## src/rtl/pds_pkg.sv

```systemverilog
// Package: shared constants and the sequencer state type.
// Assumes an 8-bit control register with the field layout listed below.
package pds_pkg;
    localparam int CTRL_W   = 8;
    localparam int REQ_POS  = 7;   // power-down request bit
    localparam int SRC_LSB  = 4;   // interrupt-0 source code field
    localparam int SRC_W    = 3;
    localparam int MASK_W   = 4;   // one enable per wake input
    localparam logic [SRC_W-1:0] SRC_PIN_HIGH = 3'd4;
    localparam logic [SRC_W-1:0] SRC_PIN_LOW  = 3'd6;

    typedef enum logic [1:0] {
        ST_IDLE   = 2'd0,
        ST_ARM    = 2'd1,
        ST_DOWN   = 2'd2,
        ST_SETTLE = 2'd3
    } pds_state_e;
endpackage

```

## src/rtl/pds_sync.sv

```systemverilog
// Module: multi-bit synchronizer, one independent flop chain per bit.
// Assumes each bit is an unrelated level; no bus coherency is implied.
module pds_sync #(
    parameter int WIDTH  = 4,
    parameter int STAGES = 2
) (
    input  logic             clk,
    input  logic             rst_n,
    input  logic [WIDTH-1:0] async_in,
    output logic [WIDTH-1:0] sync_out
);
    for (genvar b = 0; b < WIDTH; b++) begin : g_bit
        logic [STAGES-1:0] chain;

        // shift the raw level through the flop chain
        always_ff @(posedge clk) begin
            if (!rst_n) chain <= '0;
            else        chain <= {chain[STAGES-2:0], async_in[b]};
        end

        assign sync_out[b] = chain[STAGES-1];
    end
endmodule

```

## src/rtl/pds_tc_counter.sv

```systemverilog
// Module: up-counter with count enable, synchronous clear and terminal count.
// Assumes clear has priority over enable; tc is high in the enabled cycle
// that would wrap the counter.
module pds_tc_counter #(
    parameter int WIDTH = 5
) (
    input  logic clk,
    input  logic rst_n,
    input  logic ce,
    input  logic clr,
    output logic tc
);
    logic [WIDTH-1:0] count;

    // advance while enabled, return to zero on clear
    always_ff @(posedge clk) begin
        if (!rst_n)   count <= '0;
        else if (clr) count <= '0;
        else if (ce)  count <= count + 1'b1;
    end

    assign tc = ce & (&count);
endmodule

```

## src/rtl/pds_int0_route.sv

```systemverilog
// Module: forms interrupt 0 from the wake interrupt and an optionally
// routed general-purpose pin. Assumes the source code is stable software state.
module pds_int0_route
    import pds_pkg::*;
(
    input  logic             wake_irq,
    input  logic             pin,
    input  logic [SRC_W-1:0] src_code,
    output logic             int0
);
    logic pin_req;

    // pick the pin polarity selected by the source code
    always_comb begin
        case (src_code)
            SRC_PIN_HIGH: pin_req = pin;
            SRC_PIN_LOW:  pin_req = ~pin;
            default:      pin_req = 1'b0;
        endcase
    end

    assign int0 = wake_irq | pin_req;
endmodule

```

## src/rtl/pwrdn_sequencer.sv

```systemverilog
// Module: power-down sequencer. A request write arms a short pre-shutdown
// count; its terminal count raises pd_out. An enabled, synchronized wake
// input while powered down clears pd_out and starts a long settling count;
// its terminal count raises a level-held wake interrupt.
// Assumes a single clock domain (the CPU clock) and asynchronous wake inputs.
module pwrdn_sequencer
    import pds_pkg::*;
#(
    parameter int PRE_W       = 5,
    parameter int POST_W      = 9,
    parameter int SYNC_STAGES = 2
) (
    input  logic              clk,
    input  logic              rst_n,
    input  logic              ctrl_wr,
    input  logic [CTRL_W-1:0] ctrl_wdata,
    output logic [CTRL_W-1:0] ctrl_rdata,
    input  logic [MASK_W-1:0] wake_in,
    input  logic              gp_pin,
    output logic              pd_out,
    output logic              wake_irq,
    output logic              int0_out
);
    localparam int CFG_W = CTRL_W - 1;

    pds_state_e        state, state_nx;
    logic [CFG_W-1:0]  cfg;
    logic [MASK_W-1:0] wake_sync;
    logic              wake_hit;
    logic              pre_tc, post_tc;
    logic              req_wr_set, req_wr_clr;

    pds_sync #(.WIDTH(MASK_W), .STAGES(SYNC_STAGES)) u_sync (
        .clk      (clk),
        .rst_n    (rst_n),
        .async_in (wake_in),
        .sync_out (wake_sync)
    );

    pds_tc_counter #(.WIDTH(PRE_W)) u_pre_cnt (
        .clk   (clk),
        .rst_n (rst_n),
        .ce    (state == ST_ARM),
        .clr   (state != ST_ARM),
        .tc    (pre_tc)
    );

    pds_tc_counter #(.WIDTH(POST_W)) u_post_cnt (
        .clk   (clk),
        .rst_n (rst_n),
        .ce    (state == ST_SETTLE),
        .clr   (state != ST_SETTLE),
        .tc    (post_tc)
    );

    assign req_wr_set = ctrl_wr &  ctrl_wdata[REQ_POS];
    assign req_wr_clr = ctrl_wr & ~ctrl_wdata[REQ_POS];
    assign wake_hit   = (state == ST_DOWN) & |(wake_sync & cfg[MASK_W-1:0]);

    // next-state decision for the four-phase sequence
    always_comb begin
        state_nx = state;
        case (state)
            ST_IDLE:   if (req_wr_set) state_nx = ST_ARM;
            ST_ARM:    if (req_wr_clr) state_nx = ST_IDLE;
                       else if (pre_tc) state_nx = ST_DOWN;
            ST_DOWN:   if (wake_hit) state_nx = ST_SETTLE;
            ST_SETTLE: if (post_tc) state_nx = ST_IDLE;
            default:   state_nx = ST_IDLE;
        endcase
    end

    // sequencer state register
    always_ff @(posedge clk) begin
        if (!rst_n) state <= ST_IDLE;
        else        state <= state_nx;
    end

    // stored register fields: wake enables and interrupt-0 source code
    always_ff @(posedge clk) begin
        if (!rst_n)       cfg <= '0;
        else if (ctrl_wr) cfg <= ctrl_wdata[CFG_W-1:0];
    end

    // wake interrupt: set by settling terminal count, cleared by any write
    always_ff @(posedge clk) begin
        if (!rst_n)       wake_irq <= 1'b0;
        else if (post_tc) wake_irq <= 1'b1;
        else if (ctrl_wr) wake_irq <= 1'b0;
    end

    assign pd_out     = (state == ST_DOWN);
    assign ctrl_rdata = {(state == ST_ARM) || (state == ST_DOWN), cfg};

    pds_int0_route u_route (
        .wake_irq (wake_irq),
        .pin      (gp_pin),
        .src_code (cfg[SRC_LSB +: SRC_W]),
        .int0     (int0_out)
    );


    pd_rise_chk: assert property (@(posedge clk) disable iff (!rst_n)
        $rose(pd_out) |-> $past(pre_tc));


    irq_rise_chk: assert property (@(posedge clk) disable iff (!rst_n)
        $rose(wake_irq) |-> $past(post_tc));


    pd_hold_chk: assert property (@(posedge clk) disable iff (!rst_n)
        (pd_out && !wake_hit) |=> pd_out);


    pd_fall_chk: assert property (@(posedge clk) disable iff (!rst_n)
        $fell(pd_out) |-> (!ctrl_rdata[REQ_POS] && $past(wake_hit)));


    idle_wake_chk: assert property (@(posedge clk) disable iff (!rst_n)
        (state == ST_IDLE) |=> (state != ST_SETTLE));


    abort_chk: assert property (@(posedge clk) disable iff (!rst_n)
        (state == ST_ARM && req_wr_clr) |=> !pd_out);
endmodule

```

## config.mk

```make
export PLATFORM = sky130hd
export DESIGN_NAME = pwrdn_sequencer
export DESIGN_NICKNAME = d
export VERILOG_FILES = /design/src/rtl/pds_pkg.sv /design/src/rtl/pds_sync.sv /design/src/rtl/pds_tc_counter.sv /design/src/rtl/pds_int0_route.sv /design/src/rtl/pwrdn_sequencer.sv
export SDC_FILE = /design/constraint.sdc
export NUM_CORES = 1
export LEC_CHECK = 0
export BUFFER_PORTS_ARGS = -buffer_cell sky130_fd_sc_hd__buf_2
export CAP_MARGIN = 20
export CORE_ASPECT_RATIO = 2
export CORE_MARGIN = 2
export CORE_UTILIZATION = 35
export CTS_BUF_LIST = sky130_fd_sc_hd__clkbuf_8
export CTS_CLUSTER_SIZE = 12
export DETAILED_ROUTE_END_ITERATION = 6
export PLACE_DENSITY_LB_ADDON = 0.15
export SETUP_SLACK_MARGIN = 0.4
export SLEW_MARGIN = 0
export SYNTH_ARGS = -nofsm -noshare
export SYNTH_HDL_FRONTEND = slang
export SYNTH_HIERARCHICAL = 1
export SYNTH_SLANG_ARGS = --single-unit
```

## constraint.sdc

```tcl
create_clock -name clk -period 1.63 [get_ports clk]
set_input_delay 0.0815 -clock clk [delete_from_list [all_inputs] [get_ports clk]]
set_output_delay 0.0815 -clock clk [all_outputs]
set_load 0.05 [all_outputs]
```

## Yosys cells after proc, flatten, opt, wreduce, memory -nomap -nowiden

Index checks and enable logic that the tools add are counted.
W data, S select, Z words.

- $add $sub $neg: 2
- Equal/unequal tests: 11
- Multiplexer cells: 9
- Bitwise logic cells: 10
- Reductions and logical operators: 9

Operators by type and width:

| operator | count |
|---|---|
| $mux W2 | 5 |
| $add A9 B1 Y9 const B | 1 |
| $reduce_and A9 Y1 | 1 |
| $pmux W2 S4 | 1 |
| $eq A3 B3 Y1 const B | 2 |
| $ne A2 B2 Y1 const B | 3 |
| $add A5 B1 Y5 const B | 1 |
| $and A1 B1 Y1 | 5 |
| $reduce_and A5 Y1 | 1 |
| $and A4 B4 Y4 | 1 |
| $eq A2 B2 Y1 const B | 2 |
| $ne A2 B1 Y1 const B | 2 |
| $reduce_and A4 Y1 | 1 |
| $reduce_or A2 Y1 | 2 |
| $reduce_or A4 Y1 | 1 |
| $ne A3 B3 Y1 const B | 1 |
| $not A1 Y1 | 3 |
| $eq A2 B1 Y1 const B | 1 |
| $logic_not A2 Y1 | 1 |
| $mux W1 | 2 |
| $pmux W1 S2 | 1 |
| $reduce_bool A2 Y1 | 1 |
| $logic_or A1 B1 Y1 | 1 |
| $or A1 B1 Y1 | 1 |

- Register bits after elaboration: 32
- Bits of input ports: 16
- Output and inout bits: 11
- Logic and storage cells: 50

## Longest topological paths before layout

- Word-level depth: 5
- Mapped depth: 9

## Cells and area by module

The synthesis kept the hierarchy.

By module, submodules not included:

| module | times used | cells each | area an instance (µm²) |
|---|---|---|---|
| pwrdn_sequencer | 1 | 53 | 506.7 |
| pds_tc_counter at u_post_cnt | 1 | 45 | 406.6 |
| pds_tc_counter at u_pre_cnt | 1 | 24 | 246.5 |
| pds_sync | 1 | 20 | 240.2 |
| pds_int0_route | 1 | 3 | 21.3 |

## Least setup slack after synthesis

OpenSTA, ideal clock, no wires.

- Kind: flip-flop to flip-flop
- Start point: reg u_post_cnt.count[0]
- End point: reg (tool-made name)
- Library setup time: 119 ps
- Data arrival time: 1561 ps
- Required time: 1511 ps
- Path slack: -50 ps
- Stages on the path, launching flop included: 10
- Period minus slack after synthesis: 1680 ps
- Cell sequence: dfxtp_1 -> ha_1 -> nand3_1 -> nor2_1 -> ha_1 -> and2_1 -> nor2b_1 -> a311oi_2 -> nand3_1 -> mux2i_1

RTL lines:

| what | line | text |
|---|---|---|
| start, declared | pds_tc_counter.sv:13 | `logic [WIDTH-1:0] count;` |
| start signal, assigned | pds_tc_counter.sv:19 | `else if (ce) count <= count + 1'b1;` |

## Worst setup path in the final report

- Start point: reg u_pre_cnt.count[0]
- End point: reg state[0]

- Word-level cells in the longest chain between the ends: 4

Ends and longest elaborated chain:

| what | line | text |
|---|---|---|
| start, declared | pds_tc_counter.sv:13 |  |
| start signal, assigned | pds_tc_counter.sv:19 |  |
| $reduce_and A5 Y1 | pds_tc_counter.sv:22 | `assign tc = ce & (&count);` |
| $and A1 B1 Y1 | pds_tc_counter.sv:22 |  |
| named net pre_tc | pwrdn_sequencer.sv:30 | `logic pre_tc, post_tc;` |
| $ne A3 B3 Y1 (no line) | n/a |  |
| $reduce_and A4 Y1 (no line) | n/a |  |
| end signal, assigned | pwrdn_sequencer.sv:76 | `else state <= state_nx;` |
| end, declared | pwrdn_sequencer.sv:26 | `pds_state_e state, state_nx;` |

The timed path passes the listed nets, and every way through them passes these cells.
A chain may end at the register's enable or synchronous reset.

==> flow_metrics.py <==
metrics = {
    "synthesis": {
        "ys_ff_latch": 32,
        "synth_area_sq_um": 1420,
        "synth_top_area_share_pct": 45.1,
        "synth.area.top_cells": "dfxtp_1, mux2i_1, ha_1",
        "yosysWarnings": 6,
        "syn_nets": 170,
        "synth_cell_types": 33,
        "synthArstFlopShare_pct": 0,
        "synth_top_area_cell": "dfxtp_1",
        "synthCells": 145,
        "synthFlopType": "dfxtp_1",
        "synth-seq-area-share_pct": 45.1,
        "avgSynthCellArea_sq_um": 9.80,
        "synth-edff-count": 0,
    },
    "placed_design": {
        "io_buffers": 26,
        "pre_cts_slack_ps": -111,
        "hpwl_um": 1950,
        "gp_congestion": 0.676,
        "dp_cells": 221,
        "placedInstanceArea_sq_um": 1640,
    },
    "detailed_routing": {
        "drtPass1Iterations": 4,
        "drt_iter0_drc": 11,
        "via_count": 1136,
        "ant_nets": 0,
        "wl_per_cell_um": 11.1,
        "drc": 0,
        "wl_um": 2650,
        "via_per_inst": 4.75,
    },
    "power_and_ir_drop": {
        "peakVddDrop_v": 0.000434,
        "power_density_nw_per_um2": 988,
        "p_leak_nw": 0.805,
        "power.total_mw": 1.86,
    },
    "outcome": {
        "violations": "negative setup slack",
        "outcome": "finished, violations left",
    },
    "sta": {
        "fin_ws_ps": -40.7,
        "hold_viol": 0,
        "slew_violations": 0,
        "fin_crit_sh_pct": 102,
        "whs_ps": 7.03,
        "fin_crit_ps": 1670,
        "rsz0062_at_grt": "yes",
        "setup_viol": 1,
        "tightest_slew_ps": 330,
        "clock_skew_ps": 5.31,
        "max_freq_ghz": 0.599,
        "maxSlewHeadroom_pct": 78.0,
    },
    "global_route": {
        "met3_usage_pct": 3.50,
        "grt_pass1_wl_um": 4560,
        "gr-usage-met1_pct": 13.3,
        "first_global_vias": 1084,
        "busiest_layer": "met2",
        "met2_usage_pct": 22.0,
        "overflow": 0,
        "antenna_found_initial": 0,
        "grtUsageTotal_pct": 12.8,
        "grt_max_degree": 16,
    },
    "cells_and_area": {
        "regArea_sq_um": 654,
        "n_antenna_cell": 0,
        "multi_input_area_sq_um": 751,
        "drive_gt1_share_pct": 38.8,
        "finalNetCount": 212,
        "layout.cells.non_filler": 239,
        "stdcell_area_sq_um": 1880,
        "areaGrowthSynthToFinish_pct": 32.6,
        "fillers": 406,
    },
    "cts": {
        "worst_skew_pair.late_latency_ps": 280,
        "ctsLongestPathBuffers": 2,
        "cts.clk_slew.worst_paths_ps": 70,
        "cts.sinks": 32,
        "cts_made_buffers": 5,
        "h-tree-depth": 2,
        "root_buffer": "clkbuf_8",
        "cts_tree": "done",
    },
    "die": {
        "start_util_pct": 36.6,
        "io_pins": 27,
        "die_h_um": 94.1,
        "coreArea_sq_um": 3880,
        "die-area_sq_um": 4620,
        "rows": 32,
        "dieWidth_um": 49.1,
    },
    "worst_setup_path": {
        "r2r_start": "u_pre_cnt/count[0]",
        "slowest_stage": "dfxtp_2",
        "cpLargestDelayFamily": "compound AO/OA/AOI/OAI gates",
        "cp_max_fo": 3,
        "slowest_delay_ps": 350,
        "crit_required_ps": 1820,
        "crit_type": "flip-flop to flip-flop",
        "critical_path.most_common_cell": "ha_4",
        "crit_start": "u_pre_cnt/count[0]",
        "worstSetupEndpointType": "flip-flop",
        "start_kind": "flip-flop",
        "crit_arrival_ps": 1860,
        "crit_chain": "ha_4, and3_2, ha_4, and2_4, inv_1, a311oi_2, a21oi_1, a211oi_1",
        "cp.buffers_inverters": 1,
        "r2r_slack_ps": -40,
    },
    "job": {
        "cap_violations": 0,
    },
    "min_path": {
        "hp-start": "wake_in[3]",
        "min_path_type": "input pin to flip-flop",
    },
}
-- worst paths after layout --
| kind | endpoint | cells after the start |
|---|---|---|
| min reg2reg | u_sync/g_bit[1].chain[1] | 1 |
| max reg2reg | state[0] | 8 |
| max | state[0] | 8 |
| min | u_sync/g_bit[3].chain[0] | 2 |
-- cell usage in the layout (no fill, tap or decap), types with 4 or more instances in the layout --
cell type and count:
dfxtp_2 8, xor2_1 4, a21oi_1 6, ha_1 4, mux2i_1 13, dfxtp_1 23
nand3_1 5, clkbuf_8 5, nand2_1 4, inv_1 7, buf_2 24, and2_1 8
nor2_1 18, buf_4 15
-- routing by layer --
layer	vias to the layer above	wire length (um)	part of all wire, %
met1	537	1090	41
met3	6	108	4.1
li1	570	-	-
met4	0	73	2.8
met5	-	0	0
met2	23	1380	52
-- sequential cells by signal, summed over array words and instances, names as in the netlist, named ones only --
signal	cells
u_sync/g_bit.chain	8
wake_irq	1
cfg	7
state	1
u_post_cnt/count	9
u_pre_cnt/count	5
-- Yosys cell counts, types with 3 or more instances --
master	n
ha_1	9
inv_1	7
nand2_1	4
a21oi_1	6
nand4_1	3
o21ai_0	3
or3_1	3
and2_1	10
nand3_1	6
buf_4	5
xor2_1	4
mux2i_1	13
nor2_1	19
dfxtp_1	32
-- repair_timing --
item,4_1_cts,5_1_grt
gates resized for setup,9,7
endpoints found under the hold margin,3,0
pin swaps,3,2
endpoints found under the setup margin,20,19
buffers inserted,5,2
hold buffers,3,0
-- layout make-up --
cell class	count	area share, %
timing repair buffer	43	14.5
inverter	8	1.59
sequential	32	34.7
tap	51	3.39
clock inverter	3	2.26
multi-input combinational	97	39.8
clock buffer	5	3.65
-- per-stage QoR --
step / utilization (%) / setup TNS, ps
finish: 48.5 / -40.7
global route: 48.5 / -282
CTS: 47.6 / -49.2
detailed placement: 42.3 / -156
global placement: 42.3 / 0
floorplan: - / 0
-- where the power goes --
| group | total [mW] | internal [mW] | switching [mW] |
|---|---|---|---|
| Clock | 0.744 | 0.452 | 0.292 |
| Combinational | 0.287 | 0.116 | 0.171 |
| Sequential | 0.830 | 0.809 | 0.0210 |
| Total | 1.86 | 1.38 | 0.484 |
-- cells by family (layout without fill, tap and decap cells) --
family	Yosys count	after routing	synth area share (%)
XOR/XNOR	6	6	3.70
AND/OR/NAND/NOR	54	54	20.7
adder cells (fa/ha/maj)	9	9	7.92
flip-flops	32	32	45.1
multiplexers	13	13	9.15
AO/OA/AOI/OAI	15	15	7.31
buffers and inverters	16	59	6.16
Power figures use the tool's default switching activity.
